$ cat src/rtl/flashCapPkg.sv
package flashCapPkg;

  // Strobes from control to datapath
  typedef struct packed {
    logic capAddr;   // write cycle opened: take address
    logic capData;   // write cycle closed: take data
    logic fire;      // issue the one-clock write pulse
  } capStrobeT;

  // Index of each control line inside the filtered vector
  localparam int LINE_CE = 0;
  localparam int LINE_WE = 1;
  localparam int LINE_OE = 2;
  localparam int NUM_LINES = 3;

endpackage

$ cat src/rtl/flashCapSync.sv
module flashCapSync #(
  parameter int STAGES = 2
) (
  input  logic clk,
  input  logic rstN,
  input  logic din,
  output logic dout
);

  logic [STAGES-1:0] stageQ;

  always_ff @(posedge clk or negedge rstN) begin
    if (!rstN) stageQ <= '0;
    else       stageQ <= {stageQ[STAGES-2:0], din};
  end

  assign dout = stageQ[STAGES-1];

endmodule

$ cat src/rtl/flashCapFilter.sv
module flashCapFilter #(
  parameter int LEN = 3
) (
  input  logic clk,
  input  logic rstN,
  input  logic din,
  output logic dout
);

  localparam int CW = (LEN < 2) ? 1 : $clog2(LEN + 1);
  localparam logic [CW-1:0] LAST = CW'(LEN - 1);

  logic          levelQ;
  logic [CW-1:0] runCnt;

  // Output follows the input only after LEN consecutive disagreeing samples.
  // Reset level is 0 (asserted) so that the lock logic waits for real idles.
  always_ff @(posedge clk or negedge rstN) begin
    if (!rstN) begin
      levelQ <= 1'b0;
      runCnt <= '0;
    end else if (din == levelQ) begin
      runCnt <= '0;
    end else if (runCnt == LAST) begin
      levelQ <= din;
      runCnt <= '0;
    end else begin
      runCnt <= runCnt + 1'b1;
    end
  end

  assign dout = levelQ;

endmodule

$ cat src/rtl/flashCapCtrl.sv
module flashCapCtrl
  import flashCapPkg::*;
#(
  parameter int SYNC_STAGES = 2,
  parameter int FILT_LEN    = 3
) (
  input  logic                 clk,
  input  logic                 rstN,
  input  logic                 ceN,
  input  logic                 weN,
  input  logic                 oeN,
  output logic [NUM_LINES-1:0] filtN,
  output logic                 locked,
  output capStrobeT            strobes,
  output logic                 rdDrive
);

  logic [NUM_LINES-1:0] rawN;
  logic [NUM_LINES-1:0] syncN;

  assign rawN[LINE_CE] = ceN;
  assign rawN[LINE_WE] = weN;
  assign rawN[LINE_OE] = oeN;

  for (genvar i = 0; i < NUM_LINES; i++) begin : g_line
    flashCapSync #(.STAGES(SYNC_STAGES)) u_sync (
      .clk (clk),
      .rstN(rstN),
      .din (rawN[i]),
      .dout(syncN[i])
    );
    flashCapFilter #(.LEN(FILT_LEN)) u_filt (
      .clk (clk),
      .rstN(rstN),
      .din (syncN[i]),
      .dout(filtN[i])
    );
  end

  logic ceF, weF, oeF;
  assign ceF = filtN[LINE_CE];
  assign weF = filtN[LINE_WE];
  assign oeF = filtN[LINE_OE];

  logic wrSel, prevSel, armed, selRise, closeOk;

  assign wrSel   = !ceF && !weF && oeF && !locked;
  assign selRise = wrSel && !prevSel;
  // closed by the first of select/strobe rising, output enable still high
  assign closeOk = armed && (ceF || weF) && oeF;

  always_ff @(posedge clk or negedge rstN) begin
    if (!rstN) begin
      locked  <= 1'b1;
      prevSel <= 1'b0;
      armed   <= 1'b0;
    end else begin
      if (&filtN) locked <= 1'b0;
      prevSel <= wrSel;
      if (selRise)             armed <= 1'b1;
      else if (armed && !wrSel) armed <= 1'b0;
    end
  end

  assign strobes.capAddr = selRise;
  assign strobes.capData = closeOk;
  assign strobes.fire    = closeOk;

  assign rdDrive = !ceF && !oeF && weF;

endmodule

$ cat src/rtl/flashCapPath.sv
module flashCapPath
  import flashCapPkg::*;
#(
  parameter int ADDR_W = 19,
  parameter int DATA_W = 8
) (
  input  logic              clk,
  input  logic              rstN,
  input  capStrobeT         strobes,
  input  logic [ADDR_W-1:0] addrIn,
  input  logic [DATA_W-1:0] dataIn,
  output logic              wrPulse,
  output logic [ADDR_W-1:0] wrAddr,
  output logic [DATA_W-1:0] wrData
);

  always_ff @(posedge clk or negedge rstN) begin
    if (!rstN) begin
      wrAddr  <= '0;
      wrData  <= '0;
      wrPulse <= 1'b0;
    end else begin
      if (strobes.capAddr) wrAddr <= addrIn;
      if (strobes.capData) wrData <= dataIn;
      wrPulse <= strobes.fire;
    end
  end

endmodule

$ cat src/rtl/flashBusCapture.sv
module flashBusCapture
  import flashCapPkg::*;
#(
  parameter int ADDR_W      = 19,
  parameter int DATA_W      = 8,
  parameter int SYNC_STAGES = 2,
  parameter int FILT_LEN    = 3
) (
  input  logic              clk,
  input  logic              rstN,
  input  logic              ceN,
  input  logic              weN,
  input  logic              oeN,
  input  logic [ADDR_W-1:0] addrIn,
  input  logic [DATA_W-1:0] dataIn,
  output logic              wrPulse,
  output logic [ADDR_W-1:0] wrAddr,
  output logic [DATA_W-1:0] wrData,
  output logic              rdDrive
);

  logic [NUM_LINES-1:0] filtN;
  logic                 locked;
  capStrobeT            strobes;

  flashCapCtrl #(.SYNC_STAGES(SYNC_STAGES), .FILT_LEN(FILT_LEN)) u_ctrl (
    .clk    (clk),
    .rstN   (rstN),
    .ceN    (ceN),
    .weN    (weN),
    .oeN    (oeN),
    .filtN  (filtN),
    .locked (locked),
    .strobes(strobes),
    .rdDrive(rdDrive)
  );

  flashCapPath #(.ADDR_W(ADDR_W), .DATA_W(DATA_W)) u_path (
    .clk    (clk),
    .rstN   (rstN),
    .strobes(strobes),
    .addrIn (addrIn),
    .dataIn (dataIn),
    .wrPulse(wrPulse),
    .wrAddr (wrAddr),
    .wrData (wrData)
  );

endmodule

$ cat config.mk
export PLATFORM = sky130hd
export DESIGN_NAME = flashBusCapture
export DESIGN_NICKNAME = d
export VERILOG_FILES = /design/src/rtl/flashCapPkg.sv /design/src/rtl/flashCapSync.sv /design/src/rtl/flashCapFilter.sv /design/src/rtl/flashCapCtrl.sv /design/src/rtl/flashCapPath.sv /design/src/rtl/flashBusCapture.sv
export SDC_FILE = /design/constraint.sdc
export NUM_CORES = 1
export LEC_CHECK = 0
export BUFFER_PORTS_ARGS = -buffer_cell sky130_fd_sc_hd__buf_4
export CAP_MARGIN = 20
export CORE_MARGIN = 10
export CORE_UTILIZATION = 40
export DETAILED_ROUTE_END_ITERATION = 6
export PLACE_DENSITY_LB_ADDON = 0.1
export SYNTH_ARGS = -nofsm -noshare
export SYNTH_HDL_FRONTEND = slang
export SYNTH_SLANG_ARGS = --single-unit
$ cat constraint.sdc
create_clock -name clk -period 1.8 [get_ports clk]
set_input_delay 0.18 -clock clk [delete_from_list [all_inputs] [get_ports clk]]
set_output_delay 0.18 -clock clk [all_outputs]
set_load 0.05 [all_outputs]
# ---- Word-level counts from Yosys, hierarchy flattened
# Cells that the tools add are included.
dict set report op_classes {
  addsub 3
  n_eq_ne 6
  muxes 8
  bitwise 3
  n_reduce_logical 21
}
# op count
set ops {}
lappend ops {{$mux W2} 6}
lappend ops {{$logic_and A1 B1 Y1} 9}
lappend ops {{$add A2 B1 Y2 const B} 3}
lappend ops {{$eq A2 B2 Y1 const B} 3}
lappend ops {{$logic_not A1 Y1} 6}
lappend ops {{$reduce_and A2 Y1} 3}
lappend ops {{$eq A1 B1 Y1} 3}
lappend ops {{$not A1 Y1} 3}
lappend ops {{$reduce_and A3 Y1} 1}
lappend ops {{$mux W1} 2}
lappend ops {{$reduce_bool A2 Y1} 1}
lappend ops {{$logic_or A1 B1 Y1} 1}
dict set report word_totals {
  reg_bits 46
  in_bits 32
  output_inout_bits 29
  word_cells 56
}

# ---- Logic depth before layout (Yosys ltp)
dict set report logic_depth {
  word_depth 8
  depth_mapped 4
  depth_no_buf 3
}

# ---- By module
# From an unflattened synthesis, not the netlist that was laid out.
dict set report unflattened {
  cells_unflattened 106
  area_unflattened_um2 1786.7
}
# mod n_inst cells_per_inst area_per_inst_um2 seq_area_each_um2
set by_module_without_submodules {}
lappend by_module_without_submodules {flashCapPath 1 58 1078.5 700.7}
lappend by_module_without_submodules {flashCapFilter 3 8 125.1 75.1}
lappend by_module_without_submodules {flashCapCtrl 1 18 182.7 76.3}
lappend by_module_without_submodules {flashCapSync 3 2 50.0 50.0}

# ---- Least setup slack after synthesis
# Ideal clock, no wire load.
dict set report synth_path {
  path_kind {register -> output}
  start {reg u_ctrl.g_line[0].u_filt.levelQ}
  end {out rdDrive}
  arrival_ps 1608
  required_time_ps 1620
  slack_ps 12
  stages_incl_launch_ff 2
  path_buffers 0
  cell_sequence {dfrtp_1 nor3b_1}
}
dict set report synth_via {
  elab_chain_len 3
}
# element line_no
set synth_lines {}
lappend synth_lines {{start, declared} flashCapFilter.sv:13} ;# logic levelQ;
lappend synth_lines {{start signal, assigned} flashCapFilter.sv:25} ;# levelQ <= din;
lappend synth_lines {{$logic_not A1 Y1} flashCapCtrl.sv:69} ;# assign rdDrive = !ceF && !oeF && weF;
lappend synth_lines {{$logic_and A1 B1 Y1 (2 in a row)} flashCapCtrl.sv:69}
lappend synth_lines {{end, declared} flashBusCapture.sv:19} ;# output logic rdDrive
# Every way passes these cells.

# ---- Final worst setup path
dict set report layout_path {
  start {reg u_ctrl.g_line[0].u_filt.levelQ}
  end {reg u_path.wrAddr[11]}
}
dict set report layout_via {
  elab_chain_len 5
}
# element line_no
set layout_lines {}
lappend layout_lines {{$logic_not A1 Y1} flashCapCtrl.sv:47} ;# assign wrSel = !ceF && !weF && oeF && !locked;
lappend layout_lines {{$logic_and A1 B1 Y1 (3 in a row)} flashCapCtrl.sv:47}
lappend layout_lines {{$logic_and A1 B1 Y1} flashCapCtrl.sv:48} ;# assign selRise = wrSel && !prevSel;
lappend layout_lines {{end signal, assigned} flashCapPath.sv:23} ;# if (strobes.capAddr) wrAddr <= addrIn;
lappend layout_lines {{end, declared} flashCapPath.sv:13} ;# output logic [ADDR_W-1:0] wrAddr,
# Every way passes these cells.
# A chain may end at the register's enable or synchronous reset.

==> impl_summary.txt <==
----------------------------------------------------
[Outcome]
  Run status ... completed

[Yosys]
  Number of nets produced by synthesis ... 131
  Largest area contributor in the synthesized netlist ... dfrtp_1
  Seq/Total Area, Yosys ... 0.674
  Average cell area after synthesis ... 17.3 um^2
  Warnings from Yosys ... 0
  Share of Yosys cell area claimed by the top area cell type ... 0.658
  Number of flip-flops and latches in the synthesized netlist ... 46
  Post-synth design cell area ... 1710 um^2
  Netlist cell types ... 15
  Synth Instances ... 99
  Ranking of synthesized cells by area ... dfrtp_1 (66%), mux2_2 (13%), mux2_4 (8.8%), nor3b_1 (1.8%), dfstp_2 (1.5%)

[Route]
  First-pass DRT Iterations ... 4
  Number of DRC markers after the initial detailed-route iteration ... 39
  Via-to-Cell Ratio ... 4.63
  DRC errors left ... 0
  Remaining antenna violation count ... 0
  Average wire per cell in the routed design ... 16.3 um
  Via count ... 1037
  Sum of routed wire length over all layers ... 3650 um

[Clock tree]
  Clock sinks ... 46
  Skew-Pair Late Insertion Delay ... 0.30 ns
  Hold_buf cts ... 4
  CTS tree ... yes
  Cell at the root of the clock tree ... clkbuf_8
  Clock-pin transition on the worst setup and hold timing paths ... 0.09 ns
  Post-cts repair resize count ... 0
  Maximum root-to-sink buffer count ... 2
  Post CTS Setup Buffer Count ... 0
  Num CTS Buffers ... 5
  H-tree level count ... 2

[Place]
  Count of input and output buffers ... 60
  GP Congestion ... 0.700
  Post-place instance area ... 2250 um^2
  Post-Place Worst Slack ... 0.0621 ns
  Cell Count Post-Placement ... 212
  Placed wire-length estimate after detailed placement ... 2800 um

[Die]
  Starting density of the core ... 0.422
  Core outline area ... 4060 um^2
  Rows ... 23
  I/O pin count ... 61
  Area of the die ... 7290 um^2
  Die height ... 85.4 um
  Chip width ... 85.4 um

[STA]
  Slew Limit Headroom ... 0.629
  Number of endpoints with negative hold slack in the final report ... 0
  Setup repair after global routing missed its margin ... false
  Final Skew ... 0.0104 ns
  Period Utilization, post-route ... 0.967
  Minimum clock period after layout ... 1.74 ns
  Maximum clock rate ... 575 MHz
  Slew @ Worst Pin ... 0.557 ns
  Count of pins over their slew limit ... 0
  Final Setup Violations ... 0
  Aggregate negative setup slack ... 0 ns
  Minimum setup slack in the final design ... 0.0600 ns

[Critical path]
  Slowest cell on crit path ... or4b_4
  Slowest stage delay, CP ... 0.59 ns
  Cell-by-cell trace of the critical path ... or4b_4 -> nor2_8 -> buf_12 -> mux2_2
  Type of destination of the critical path ... register
  Count of buffer and inverter cells on the critical path ... 1
  Kind of critical path ... register to register
  Worst Setup Start Kind ... register
  Arrival @ worst endpoint ... 1.92 ns
  Family with the most delay on the worst path ... simple AND/OR/NAND/NOR gates
  Data required, critical path ... 1.98 ns
  Largest fanout of any net on the critical path ... 19

[GRT]
  Largest net degree at the start of global routing ... 47
  Number of global-route vias before repair ... 1192
  Gr ovfl total ... 0
  Total Routing Usage GR ... 0.107
  Wire length of the first global-routing pass ... 6070 um
  Number of antenna violations at the first check in global routing ... 0

[Layout]
  Nets@finish ... 205
  Post-route cell area ... 2380 um^2
  Synthesis-to-finish area growth ... 39.2%
  N_diodes ... 0
  Share of cells above drive strength 1 ... 0.609
  Highest-count cells in the layout ignoring fill and taps ... buf_4 (63), dfrtp_1 (45), mux2_2 (20)
  Number of filler instances in the final layout ... 321
  Most common cell after layout, fill and taps aside ... buf_4
  Post-layout instance count excluding filler cells ... 224

[Power and ir drop]
  Power Total ... 5160 uW
  Pwr dens ... 2170 nW/um^2
  P_leak ... 0.00115 uW
  Peak supply drop ... 1.17 mV

[Worst hold path]
  Worst hold-check path type ... input port to register

[Flow run]
  Max-cap viol count ... 0

----------------------------------------------------
-- power by group --
group	leakage (uW)	internal, uW	switching [uW]
logic	0.000546	1100	1690
clock network	0.0000472	309	340
registers	0.000553	1470	248
total	0.00115	2880	2280
-- per-stage QoR --
stage | util | hold WS, ns
2_1_floorplan | - | -0.116
3_3_place_gp | 0.554 | 0.203
3_5_place_dp | 0.554 | 0.216
4_1_cts | 0.587 | 0.0926
5_1_grt | 0.587 | 0.0897
6_report | 0.587 | 0.105
-- path summary, 6_finish.rpt --
path | from | endpoint | slack (ns) | cells past startpoint
min | dataIn[6] | u_path.wrData[6]$_DFFE_PN0P_ | 0.10 | 2
max in group asynchronous | rstN | u_ctrl.g_line[0].u_filt.runCnt[1]$_DFF_PN0_ | 1.01 | 2
max reg2reg | u_ctrl.g_line[0].u_filt.dout$_DFFE_PN0P_ | u_path.wrAddr[11]$_DFFE_PN0P_ | 0.06 | 4
max | u_ctrl.g_line[0].u_filt.dout$_DFFE_PN0P_ | u_path.wrAddr[11]$_DFFE_PN0P_ | 0.06 | 4
min in group asynchronous | rstN | u_path.wrAddr[16]$_DFFE_PN0P_ | 0.41 | 2
min reg2reg | u_ctrl.g_line[1].u_sync.stageQ[0]$_DFF_PN0_ | u_ctrl.g_line[1].u_sync.stageQ[1]$_DFF_PN0_ | 0.36 | 0
-- flip-flops by register name, indices dropped and copies added (netlist names) --
register	count
u_ctrl.g_line.u_filt.dout	3
u_ctrl.locked	1
u_path.wrAddr	19
u_ctrl.g_line.u_sync.stageQ	6
u_ctrl.armed	1
u_ctrl.g_line.u_filt.runCnt	6
u_path.wrData	8
u_ctrl.prevSel	1
u_path.wrPulse	1
-- area by class of cell --
cell class,count,area [um^2],share of cell area
clock buffers,6,82.6,0.0347
clock inverters,2,12.5,0.00525
inverters,4,15.0,0.00631
multi-input cells,48,523,0.220
flip-flops and latches,46,1150,0.484
well taps,50,62.6,0.0263
repair buffers,68,533,0.224
-- cells in the mapped netlist --
cell,instances
buf_12,1
nor3_1,3
dfstp_2,1
o211ai_2,1
nor3b_1,4
or4b_4,1
inv_1,4
nor2_8,1
nor2b_1,3
dfrtp_1,45
a31oi_1,1
xnor2_1,3
a21oi_1,1
mux2_2,20
mux2_4,10
-- kinds of logic (layout without fill, tap and decap cells) --
kind of cell	count (synthesis)	in the layout	share of synthesized area
xor+xnor	3	3	0.0154
flops	46	46	0.674
compound gates	3	3	0.0139
mux	30	30	0.219
buf+inv	5	80	0.0205
simple gates	12	12	0.0571
-- metal layers --
metal	wire length, um	GRT usage
met3	440	0.0641
met1	1390	0.112
met5	0	0
met2	1750	0.166
met4	70	0.0539
Note: power is estimated with default switching activity, not from simulation.
